### src/rtl/fbg_pkg.sv
`timescale 1ns/1ps
package fbg_pkg;

    typedef enum logic [1:0] {
        PM_CPU      = 2'b00,
        PM_PARALLEL = 2'b01,
        PM_SERIAL   = 2'b10,
        PM_NET      = 2'b11
    } prog_mode_e;

    typedef enum logic [1:0] {
        AK_READ  = 2'b00,
        AK_PROG  = 2'b01,
        AK_ERASE = 2'b10,
        AK_RSVD  = 2'b11
    } acc_kind_e;

    localparam logic       RGN_USER = 1'b0;
    localparam logic       RGN_BOOT = 1'b1;
    localparam logic [1:0] PROT_OPEN = 2'b11;

    typedef struct packed {
        logic armed;
        logic boot;
        logic sel_user;
    } strap_st_t;

endpackage

### src/rtl/fbg_strap_latch.sv
`timescale 1ns/1ps
module fbg_strap_latch
    import fbg_pkg::*;
#(
    parameter int REG_AW        = 8,
    parameter int DATA_W        = 8,
    parameter int MODE_REG_ADDR = 8'hB7,
    parameter int SEL_BIT       = 5
) (
    input  logic              clk,
    input  logic              rst_n,
    input  logic              strap_a,
    input  logic              strap_b,
    input  logic              strap_c,
    input  logic              reg_we,
    input  logic [REG_AW-1:0] reg_addr,
    input  logic [DATA_W-1:0] reg_wdata,
    output logic              armed,
    output logic              capture,
    output logic              boot_mode,
    output logic              fetch_boot
);

    localparam logic [REG_AW-1:0] MODE_ADDR = REG_AW'(MODE_REG_ADDR);

    strap_st_t st_d, st_q;
    logic      sel_hit;
    logic      unused_wbits;

    assign unused_wbits = ^reg_wdata;
    assign sel_hit      = reg_we && (reg_addr == MODE_ADDR);

    always_comb begin
        st_d = st_q;
        if (!st_q.armed) begin
            st_d.armed    = 1'b1;
            st_d.boot     = strap_a & strap_b & ~strap_c;
            st_d.sel_user = 1'b0;
        end else if (st_q.boot && sel_hit) begin
            st_d.sel_user = reg_wdata[SEL_BIT];
        end
    end

    always_ff @(posedge clk or negedge rst_n) begin
        if (!rst_n) st_q <= '0;
        else        st_q <= st_d;
    end

    assign armed      = st_q.armed;
    assign capture    = ~st_q.armed;
    assign boot_mode  = st_q.boot;
    assign fetch_boot = st_q.boot & ~st_q.sel_user;

endmodule

### src/rtl/fbg_prot_shadow.sv
`timescale 1ns/1ps
module fbg_prot_shadow
    import fbg_pkg::*;
#(
    parameter int ADDR_W    = 20,
    parameter int DATA_W    = 8,
    parameter int BLK_SHIFT = 12,
    parameter int PROT_ADDR = 20'hFFFF0,
    parameter int PROT_LSB  = 6
) (
    input  logic              clk,
    input  logic              rst_n,
    input  logic              load,
    input  logic [1:0]        prot_field,
    input  logic              ev_grant,
    input  logic [1:0]        ev_kind,
    input  logic              ev_region,
    input  logic [ADDR_W-1:0] ev_addr,
    input  logic [DATA_W-1:0] ev_wdata,
    output logic [1:0]        prot_q
);

    localparam logic [ADDR_W-1:0] P_ADDR = ADDR_W'(PROT_ADDR);
    localparam logic [ADDR_W-1:0] P_BLK  = P_ADDR >> BLK_SHIFT;

    logic [1:0] prot_d;
    logic       blk_hit;
    logic       loc_hit;
    logic       user_ev;
    logic       unused_wbits;

    assign unused_wbits = ^ev_wdata;
    assign blk_hit      = (ev_addr >> BLK_SHIFT) == P_BLK;
    assign loc_hit      = ev_addr == P_ADDR;
    assign user_ev      = ev_grant && (ev_region == RGN_USER);

    always_comb begin
        prot_d = prot_q;
        if (load) begin
            prot_d = prot_field;
        end else if (user_ev) begin
            if (acc_kind_e'(ev_kind) == AK_ERASE && blk_hit)
                prot_d = PROT_OPEN;
            else if (acc_kind_e'(ev_kind) == AK_PROG && loc_hit)
                prot_d = prot_q & ev_wdata[PROT_LSB +: 2];
        end
    end

    always_ff @(posedge clk or negedge rst_n) begin
        if (!rst_n) prot_q <= 2'b00;
        else        prot_q <= prot_d;
    end

endmodule

### src/rtl/fbg_access_gate.sv
`timescale 1ns/1ps
module fbg_access_gate
    import fbg_pkg::*;
#(
    parameter int DATA_W = 8
) (
    input  logic              clk,
    input  logic              rst_n,
    input  logic              armed,
    input  logic              acc_valid,
    input  logic [1:0]        acc_kind,
    input  logic              acc_region,
    input  logic [1:0]        prog_mode,
    input  logic [1:0]        prot_q,
    input  logic [DATA_W-1:0] arr_rdata,
    output logic              grant_now,
    output logic              acc_grant,
    output logic              acc_deny,
    output logic              acc_err,
    output logic [DATA_W-1:0] rd_data
);

    typedef struct packed {
        logic              grant;
        logic              deny;
        logic              err;
        logic [DATA_W-1:0] rdata;
    } gate_st_t;

    gate_st_t g_d, g_q;
    logic     par_mode;
    logic     locked;
    logic     is_read;
    logic     boot_wr_bad;
    logic     ok;

    always_comb begin
        par_mode    = prog_mode_e'(prog_mode) == PM_PARALLEL;
        locked      = par_mode && (prot_q != PROT_OPEN);
        is_read     = acc_kind_e'(acc_kind) == AK_READ;
        boot_wr_bad = !is_read && (acc_region == RGN_BOOT) && !par_mode;
        ok          = armed && !locked && (acc_kind_e'(acc_kind) != AK_RSVD)
                      && !boot_wr_bad;
        grant_now   = acc_valid && ok;

        g_d.grant = acc_valid && ok;
        g_d.deny  = acc_valid && !ok;
        g_d.err   = acc_valid && !ok && !is_read;
        g_d.rdata = (acc_valid && ok && is_read) ? arr_rdata : '0;
    end

    always_ff @(posedge clk or negedge rst_n) begin
        if (!rst_n) g_q <= '0;
        else        g_q <= g_d;
    end

    assign acc_grant = g_q.grant;
    assign acc_deny  = g_q.deny;
    assign acc_err   = g_q.err;
    assign rd_data   = g_q.rdata;

endmodule

### src/rtl/flash_boot_guard.sv
`timescale 1ns/1ps
module flash_boot_guard
    import fbg_pkg::*;
#(
    parameter int ADDR_W        = 20,
    parameter int DATA_W        = 8,
    parameter int REG_AW        = 8,
    parameter int MODE_REG_ADDR = 8'hB7,
    parameter int SEL_BIT       = 5,
    parameter int BLK_SHIFT     = 12,
    parameter int PROT_ADDR     = 20'hFFFF0,
    parameter int PROT_LSB      = 6
) (
    input  logic              clk,
    input  logic              rst_n,
    input  logic              strap_a,
    input  logic              strap_b,
    input  logic              strap_c,
    input  logic              reg_we,
    input  logic [REG_AW-1:0] reg_addr,
    input  logic [DATA_W-1:0] reg_wdata,
    input  logic [1:0]        prog_mode,
    input  logic [1:0]        prot_field,
    input  logic              acc_valid,
    input  logic [1:0]        acc_kind,
    input  logic              acc_region,
    input  logic [ADDR_W-1:0] acc_addr,
    input  logic [DATA_W-1:0] acc_wdata,
    input  logic [DATA_W-1:0] arr_rdata,
    output logic              boot_mode,
    output logic              fetch_boot,
    output logic              acc_grant,
    output logic              acc_deny,
    output logic              acc_err,
    output logic [DATA_W-1:0] rd_data
);

    logic       armed;
    logic       capture;
    logic       grant_now;
    logic [1:0] prot_q;

    fbg_strap_latch #(
        .REG_AW(REG_AW), .DATA_W(DATA_W),
        .MODE_REG_ADDR(MODE_REG_ADDR), .SEL_BIT(SEL_BIT)
    ) u_strap (
        .clk(clk), .rst_n(rst_n),
        .strap_a(strap_a), .strap_b(strap_b), .strap_c(strap_c),
        .reg_we(reg_we), .reg_addr(reg_addr), .reg_wdata(reg_wdata),
        .armed(armed), .capture(capture),
        .boot_mode(boot_mode), .fetch_boot(fetch_boot)
    );

    fbg_prot_shadow #(
        .ADDR_W(ADDR_W), .DATA_W(DATA_W), .BLK_SHIFT(BLK_SHIFT),
        .PROT_ADDR(PROT_ADDR), .PROT_LSB(PROT_LSB)
    ) u_prot (
        .clk(clk), .rst_n(rst_n),
        .load(capture), .prot_field(prot_field),
        .ev_grant(grant_now), .ev_kind(acc_kind), .ev_region(acc_region),
        .ev_addr(acc_addr), .ev_wdata(acc_wdata),
        .prot_q(prot_q)
    );

    fbg_access_gate #(
        .DATA_W(DATA_W)
    ) u_gate (
        .clk(clk), .rst_n(rst_n), .armed(armed),
        .acc_valid(acc_valid), .acc_kind(acc_kind), .acc_region(acc_region),
        .prog_mode(prog_mode), .prot_q(prot_q), .arr_rdata(arr_rdata),
        .grant_now(grant_now),
        .acc_grant(acc_grant), .acc_deny(acc_deny), .acc_err(acc_err),
        .rd_data(rd_data)
    );

endmodule

### config.mk
export PLATFORM = sky130hd
export DESIGN_NAME = flash_boot_guard
export DESIGN_NICKNAME = d
export VERILOG_FILES = /design/src/rtl/fbg_pkg.sv /design/src/rtl/fbg_strap_latch.sv /design/src/rtl/fbg_prot_shadow.sv /design/src/rtl/fbg_access_gate.sv /design/src/rtl/flash_boot_guard.sv
export SDC_FILE = /design/constraint.sdc
export NUM_CORES = 1
export LEC_CHECK = 0
export ABC_AREA = 1
export BUFFER_PORTS_ARGS = -buffer_cell sky130_fd_sc_hd__buf_2
export CAP_MARGIN = 20
export CORE_ASPECT_RATIO = 2
export CORE_MARGIN = 5
export CORE_UTILIZATION = 25
export DETAILED_ROUTE_END_ITERATION = 16
export GPL_ROUTABILITY_DRIVEN = 0
export HOLD_SLACK_MARGIN = 0.1
export SYNTH_ARGS = -nofsm -noshare
export SYNTH_HDL_FRONTEND = slang
export SYNTH_HIERARCHICAL = 1
export SYNTH_SLANG_ARGS = --single-unit
### constraint.sdc
create_clock -name clk -period 3.9 [get_ports clk]
set_clock_uncertainty 0.15 [all_clocks]
set_input_delay 0.78 -clock clk [delete_from_list [all_inputs] [get_ports clk]]
set_output_delay 0.78 -clock clk [all_outputs]
set_load 0.01 [all_outputs]
==> out/results.txt, run 1 <==
After synthesis the netlist holds a flip-flop and latch count of 16. Leaving out fill and tap cells, the most frequent cell in the layout is sky130_fd_sc_hd__buf_2. The vertical die dimension was 94.1 um; the layout net count was 261. Once the clock tree was built, the setup fixing pass inserted 0 buffers. Buffers inserted to repair hold after CTS numbered 0. TritonCTS built the clock tree. The mapped netlist covers 883 um^2. For the number of buffers added by the clock tree synthesis step, the log shows 3. Total power for the finished layout comes to 386 uW. Setup repair after global routing left no endpoint under its margin. Counting along the longest clock path gives a buffer depth of 2.

Across the VDD grid, the largest voltage drop is 0.142 mV. The largest driver fanout on the critical path is 4. The number of slew-limit violations in the final report is 0. The run gives 0 as the number of antenna cells inserted. In the final routed layout, each cell accounts on average for 9.12 um.

The die covers 4890 um^2. STA classifies the critical path endpoint as a flip-flop. For this design the ratio of total power to cell area is 291 nW/um^2. The run gives 38.8% as the core utilization of the finished layout. The tool flagged a number of max-cap violations equal to 0. The logs give 1 for the depth of the CTS H-tree and 3.89 ns for the required time at the endpoint of the critical path. In this run, placement finished with an instance count of 238. The clock insertion delay at the later pin of the skew report came out at 0.24 ns.

In this run, the combinational gates consume 17.3% of the power. Of the available clock period, the critical path in the final layout requires 51.5%. The root buffer cell was sky130_fd_sc_hd__clkbuf_8. The tools report the number of antenna violations at the first check in global routing as 0. The vias after detailed routing was 929; the number of global-route vias before repair was 900. The run finished with clean final reports. Leaving out fill and tap cells, the most frequent cells in the layout are sky130_fd_sc_hd__buf_2, sky130_fd_sc_hd__nand2_1, sky130_fd_sc_hd__inv_1. The worst setup path is launched from an input port.

The area taken by multi-input logic gates was 382 um^2; the number of cells upsized or downsized after cts was 0. The clock share of power is 36.8%. The overall routed net length is 2.21 mm, and the number of different library cells in the post-synthesis netlist is 14. The worst setup path is of the input port to flip-flop kind. Sequential cells account for 45.9% of the total power.

The placeable core area is 3420 um^2, and the count of clock tree sinks is 16. For this configuration, the core starts out at a cell density of 25.9%. A synthesized cell averages 7.07 um^2.

The final cell count without fillers was 242. Number of filler cells placed in the layout: 385. The post-placement cell area was 1270 um^2; the via count normalized by instance count was 3.84. The cell row count was 30.

After routing the design area is 1320 um^2. The run gives 191 as the post-synth net total. The tools report the number of violations reported at the end of detailed-routing iteration 0 as 2.

The horizontal die dimension was 52.0 um. For the placed wire-length estimate after detailed placement, the log shows 1.97 mm. The first-pass GRT wire length is 3.46 mm. Setup violations remaining at the end of the flow were counted as 0.

The tools report the fraction of the yosys area taken by sequential cells as 45.3%. Net switching is 23.7% of the power. The total of buffers placed on input and output ports was 65; the final critical-path required period was 2.01 ns. Data arrival at the endpoint of the critical path: 2.00 ns. Based on the critical path, the design can be clocked at up to 497 MHz. The total count of hold-check failures in the final report is 0, and the clock transition at the register clock pins on the worst setup and hold paths after CTS is 0.06 ns. The synthesized netlist cell count is 125, and the total leakage power is 0.000833 uW.

For this design the top-level I/O count stands at 79. The total global routing overflow came out at 0. The cell-internal power is 294 uW, and the pin count of the biggest net entering global routing is 17. The run gives 91.4 uW as the net load switching power. The detail route stage leaves a number of antenna-violating nets equal to 0. Across the whole layout, storage elements account for 400 um^2. The count of warnings emitted by yosys is 6. For this run, the total global-route usage over all layers was measured as 9.15%. The first TritonRoute pass finished after 2 iterations. The share of post-route cells with drive strength above 1 was 41.2%.

The tightest min-delay check is of the input port to async pin type. The tools report the setup TNS as 0 ns. In the routed design, unresolved DRC markers number 0.

The synthesis-to-layout area growth works out to 49.9%.
==> cell families (layout without fill, tap and decap cells) <==
kind of cell           Yosys count  after routing  synth area share [%]
AO/OA/AOI/OAI                    3              3                  2.98
buffers and inverters           27             96                  11.5
flip-flops                      16             16                  45.3
other                            1              1                 0.425
AND/OR/NAND/NOR                 78             78                  39.8
==> cell type report <==
type,instances,share of cell area (%)
Sequential cell,16,30.2
Multi-Input combinational cell,82,28.8
Tap cell,48,4.54
Timing Repair Buffer,65,24.6
Inverter,27,7.66
Clock buffer,4,4.16
==> synthesized netlist by cell type <==
cell type	instances	share of area [%]
sky130_fd_sc_hd__nand2_1	37	16
sky130_fd_sc_hd__nand4_4	1	2.4
sky130_fd_sc_hd__nand3_2	2	2.3
sky130_fd_sc_hd__nand4_1	1	0.71
sky130_fd_sc_hd__nor2_1	24	10
sky130_fd_sc_hd__and2_0	1	0.71
sky130_fd_sc_hd__conb_1	1	0.42
sky130_fd_sc_hd__nand3_1	5	2.8
sky130_fd_sc_hd__nor2_2	4	2.8
sky130_fd_sc_hd__inv_1	27	11
sky130_fd_sc_hd__nand2_2	3	2.1
sky130_fd_sc_hd__o21ai_0	2	1.1
sky130_fd_sc_hd__a21oi_4	1	1.8
sky130_fd_sc_hd__dfrtp_1	16	45
==> worst paths after layout <==
check / startpoint / to / slack (ns) / depth (start not counted)
setup / recovery: acc_kind[0] / u_prot/prot_q[0] / 1.89 / 11
hold / removal: rst_n / u_gate/rd_data[4] / 0.29 / 1
setup reg to reg: u_prot/prot_q[1] / u_prot/prot_q[0] / 2.15 / 9
hold reg to reg: u_prot/prot_q[0] / u_prot/prot_q[0] / 0.38 / 2
max in group asynchronous: rst_n / u_strap/st_q[0] / 3.06 / 1
min in group clk: u_prot/prot_q[0] / u_prot/prot_q[0] / 0.38 / 2
==> registers in the layout (all words and copies together), names as in the netlist <==
| name | count |
|---|---|
| u_gate/acc_deny | 1 |
| u_gate/acc_err | 1 |
| u_gate/acc_grant | 1 |
| u_gate/rd_data | 8 |
| u_prot/prot_q | 2 |
| u_strap/armed | 1 |
| u_strap/boot_mode | 1 |
| u_strap/st_q | 1 |
==> power groups by stage <==
| stage | Sequential [uW] | Combinational (uW) | Clock, uW |
|---|---|---|---|
| after floorplan | 181 | 28.1 | 0 |
| after global placement | 180 | 67.2 | 0 |
| after detailed placement | 180 | 68.1 | 0 |
| after CTS | 177 | 68.3 | 146 |
| after global routing | 178 | 76.9 | 152 |
| final | 177 | 66.7 | 142 |
==> through the flow <==
stage               worst slack, ns  hold WS (ns)
detailed placement             1.61         0.368
floorplan                      1.92         0.319
global route                   1.66         0.320
CTS                            1.87         0.298
global placement               1.62         0.375
finish                         1.89         0.285
==> worst max-delay path: stages <==
cell	delay, ns
sky130_fd_sc_hd__buf_2	0.12
sky130_fd_sc_hd__nand2_1	0.07
sky130_fd_sc_hd__nand2_2	0.06
sky130_fd_sc_hd__a21oi_4	0.15
sky130_fd_sc_hd__nand2_1	0.09
sky130_fd_sc_hd__nor2_1	0.12
sky130_fd_sc_hd__inv_1	0.05
sky130_fd_sc_hd__o21ai_0	0.35
sky130_fd_sc_hd__nand2_2	0.10
sky130_fd_sc_hd__nand2_1	0.07
sky130_fd_sc_hd__nand2_1	0.05
==> metal layers <==
layer | wire length, um | track usage, % | vias up | share of wire, %
li1 | - | - | 498 | -
met1 | 750 | 9.00 | 388 | 34
met2 | 1220 | 17.5 | 41 | 55
met3 | 207 | 1.11 | 2 | 9.4
met4 | 31 | 4.60 | 0 | 1.4
met5 | 0 | 0 | - | 0
Power figures use the tool's default switching activity.
==> run 2, diff against run 1 <==
clock period = 2.1 ns   (was 3.9 ns; I/O delays follow)
==> run 2 against run 1 <==
Effect of this change:
- clock power up 85%
- sequential power up 86%
- register-to-register slack worse by 1.7 ns
- count of clock-buffer cells in the layout unchanged
- worst setup slack worse by 1.4 ns
- sequential share of layout area down 0.40 points
- core utilization up 0.51 points
- combinational power up 90%
- largest cell class unchanged
==> out/results.txt, run 2 (synthesized netlist as in run 1, its figures left out) <==
The run finished with clean final reports. The number of ports placed on the die boundary was 79 (unchanged). The largest driver fanout on the critical path came out at 3 (was 4).

For the starting utilization of the core area, the log shows 25.9% (unchanged). The vias after detailed routing is 935 (was 929). TritonCTS built the clock tree. The tools report the pin count of the biggest net entering global routing as 17 (unchanged). Of the available clock period, the critical path in the final layout requires 77.2%.

The horizontal die dimension was 52.0 um (unchanged). Clock insertion delay at the later pin of the skew report: 0.24 ns (about the same). The number of global-route vias before repair is 934 (was 900).

The tools report the cell-internal power as 549 uW (was 294 uW). The layer with the highest usage was met2 (unchanged). The run gives 0 (unchanged) as the number of cells upsized or downsized after cts. Required time at the endpoint of the critical path: 2.09 ns (was 3.89 ns). The run gives 263 (was 261) as the layout net count. The run gives 4890 um^2 (unchanged) as the area enclosed by the die boundary. The first-pass GRT wire length is 3.41 mm (was 3.46 mm), and the clock transition at the register clock pins on the worst setup and hold paths after CTS is 0.06 ns (about the same).

The combinational cell fraction of total power is 17.7% (was 17.3%), and the data arrival at the endpoint of the critical path is 1.61 ns (was 2.00 ns). The power density relative to cell area is 535 nW/um^2 (was 291 nW/um^2), and the total count of hold-check failures in the final report is 0 (unchanged). The number of buffers added by the clock tree synthesis step came out at 3 (unchanged). The number of violations of the max-capacitance limit was 0 (unchanged); the placed wire-length estimate after detailed placement was 1.97 mm (about the same).

Setup repair after global routing left no endpoint under its margin. The tools report the endpoint class of the critical path as a flip-flop (unchanged). The share of post-route cells with drive strength above 1 is 41.3% (was 41.2%), and the worst slack at placement is 0.309 ns (was 1.61 ns). For the total setup violations reported at the end of the flow, the log shows 0 (unchanged).

Type of the most critical hold path: input port to flip-flop (was input port to async pin). The overall routed net length was 2.24 mm (was 2.21 mm); the number of antenna cells inserted was 0 (unchanged). The cell row count was 30 (unchanged); the final critical-path required period was 1.62 ns. The tools report the number of antenna-violating nets in the routed design as 0 (unchanged).

The vertical die dimension is 94.1 um (unchanged), and the count of clock tree sinks is 16 (unchanged). The flip-flop count of the largest register after layout was 8 (unchanged). The average detailed-routed wire length per instance came out at 9.18 um (was 9.12 um). The logs give 0 (unchanged) for the total global routing overflow and 2 (unchanged) for the buffer levels on the longest clock path. The largest vdd supply drop is 0.305 mV (was 0.142 mV).

The classification of the worst setup path was flip-flop to flip-flop (was input port to flip-flop). For the net load switching power, the log shows 168 uW (was 91.4 uW). Critical path startpoint category: a flip-flop (was an input port). The sequential share of power was 45.8% (was 45.9%); the number of violations reported at the end of detailed-routing iteration 0 was 5 (was 2). The depth of the CTS H-tree came out at 1 (unchanged). The via count normalized by instance count came out at 3.83 (was 3.84). The most common cell after layout, fill and taps aside was sky130_fd_sc_hd__buf_2 (unchanged). The tools report the final critical-path setup slack as 0.479 ns (was 1.89 ns). Startpoint of the most critical register-to-register path: u_prot/prot_q[1] (unchanged). The synthesis-to-layout area growth was 51.8% (was 49.9%). The placeable core area was 3420 um^2 (unchanged); the met2 capacity usage during global routing was 17.4% (was 17.5%). The number of antenna violations at the first check in global routing was 0 (unchanged); the total of buffers placed on input and output ports was 65 (unchanged).

Setup TNS: 0 ns (unchanged). The root buffer cell was sky130_fd_sc_hd__clkbuf_8 (unchanged). The clock share of power came out at 36.5% (was 36.8%). The tools report the startpoint of the most critical hold path as arr_rdata[3].

The switching portion of total power works out to 23.5% (was 23.7%). The number of DRC violations after detailed routing is 0 (unchanged), and the met1 routing resource usage after global routing is 8.47% (was 9.00%). Highest-count cells in the layout ignoring fill and taps: sky130_fd_sc_hd__buf_2, sky130_fd_sc_hd__nand2_1, sky130_fd_sc_hd__inv_1 (unchanged). The logs give 0.954% (was 1.11%) for the met3 routing resource usage after global routing and 9.01% (was 9.15%) for the all-layer global routing usage. Worst hold slack: 0.226 ns (was 0.285 ns). Start point of the critical path: u_prot/prot_q[1] (was acc_kind[0]). The total leakage power came out at 0.000842 uW (was 0.000833 uW). The first-pass iteration count of the detailed router came out at 3 (was 2). For the number of filler cells placed in the layout, the log shows 401 (was 385). Static timing analysis puts the maximum clock frequency at 617 MHz. For the number of slew-limit violations in the final report, the log shows 0 (unchanged).
==> run 2: layout make-up <==
type	instances	area, um^2	area share, %
Sequential cell	16	400	29.9
Multi-Input combinational cell	82	382	28.5
Timing Repair Buffer	67	343	25.6
Tap cell	48	60.1	4.48
Clock buffer	4	55.1	4.10
Inverter	27	101	7.56
==> run 2: path summary, 6_finish.rpt <==
path | to | slack, ns | depth (start not counted)
min | u_gate/rd_data[3] | 0.23 | 3
max in group asynchronous | u_strap/st_q[0] | 1.09 | 2
max reg2reg | u_prot/prot_q[1] | 0.48 | 10
min in group asynchronous | u_gate/rd_data[0] | 0.46 | 2
max | u_prot/prot_q[1] | 0.48 | 10
min reg2reg | u_prot/prot_q[0] | 0.38 | 2
==> run 2: power groups by stage <==
stage | clock network, uW | logic [uW] | registers, uW
finish | 262 | 127 | 329
floorplan | 0 | 52.2 | 336
detailed placement | 0 | 128 | 335
CTS | 272 | 130 | 329
global route | 278 | 146 | 330
global placement | 0 | 126 | 334
==> run 2: through the flow <==
stage               power, uW  std cells  cell area, um^2  util (%)
finish                    718        244             1340      39.3
CTS                       732        244             1340      39.3
global placement          461        239             1280      37.4
global route              754        244             1340      39.3
detailed placement        463        239             1280      37.4
floorplan                 388        125              883         -
==> run 2: timing repair <==
item / CTS / global route
hold buffers: 1 / 0
setup buffers: 0 / 0
hold endpoints to repair: 16 / 0
==> run 2: worst max-delay path, cell delays in order, from the launching register on <==
cell,delay (ns)
sky130_fd_sc_hd__dfrtp_1,0.38
sky130_fd_sc_hd__nand2_1,0.10
sky130_fd_sc_hd__a21oi_4,0.19
sky130_fd_sc_hd__nand2_1,0.08
sky130_fd_sc_hd__nor2_1,0.12
sky130_fd_sc_hd__inv_1,0.05
sky130_fd_sc_hd__o21ai_0,0.13
sky130_fd_sc_hd__buf_4,0.14
sky130_fd_sc_hd__nand2_2,0.05
sky130_fd_sc_hd__nand2_1,0.06
sky130_fd_sc_hd__nand2_1,0.05
==> run 2: layer usage <==
layer | vias to the layer above | wire length [um] | part of all wire, %
met1 | 390 | 727 | 32
li1 | 502 | - | -
met5 | - | 0 | 0
met3 | 2 | 213 | 9.5
met4 | 0 | 31 | 1.4
met2 | 41 | 1270 | 57
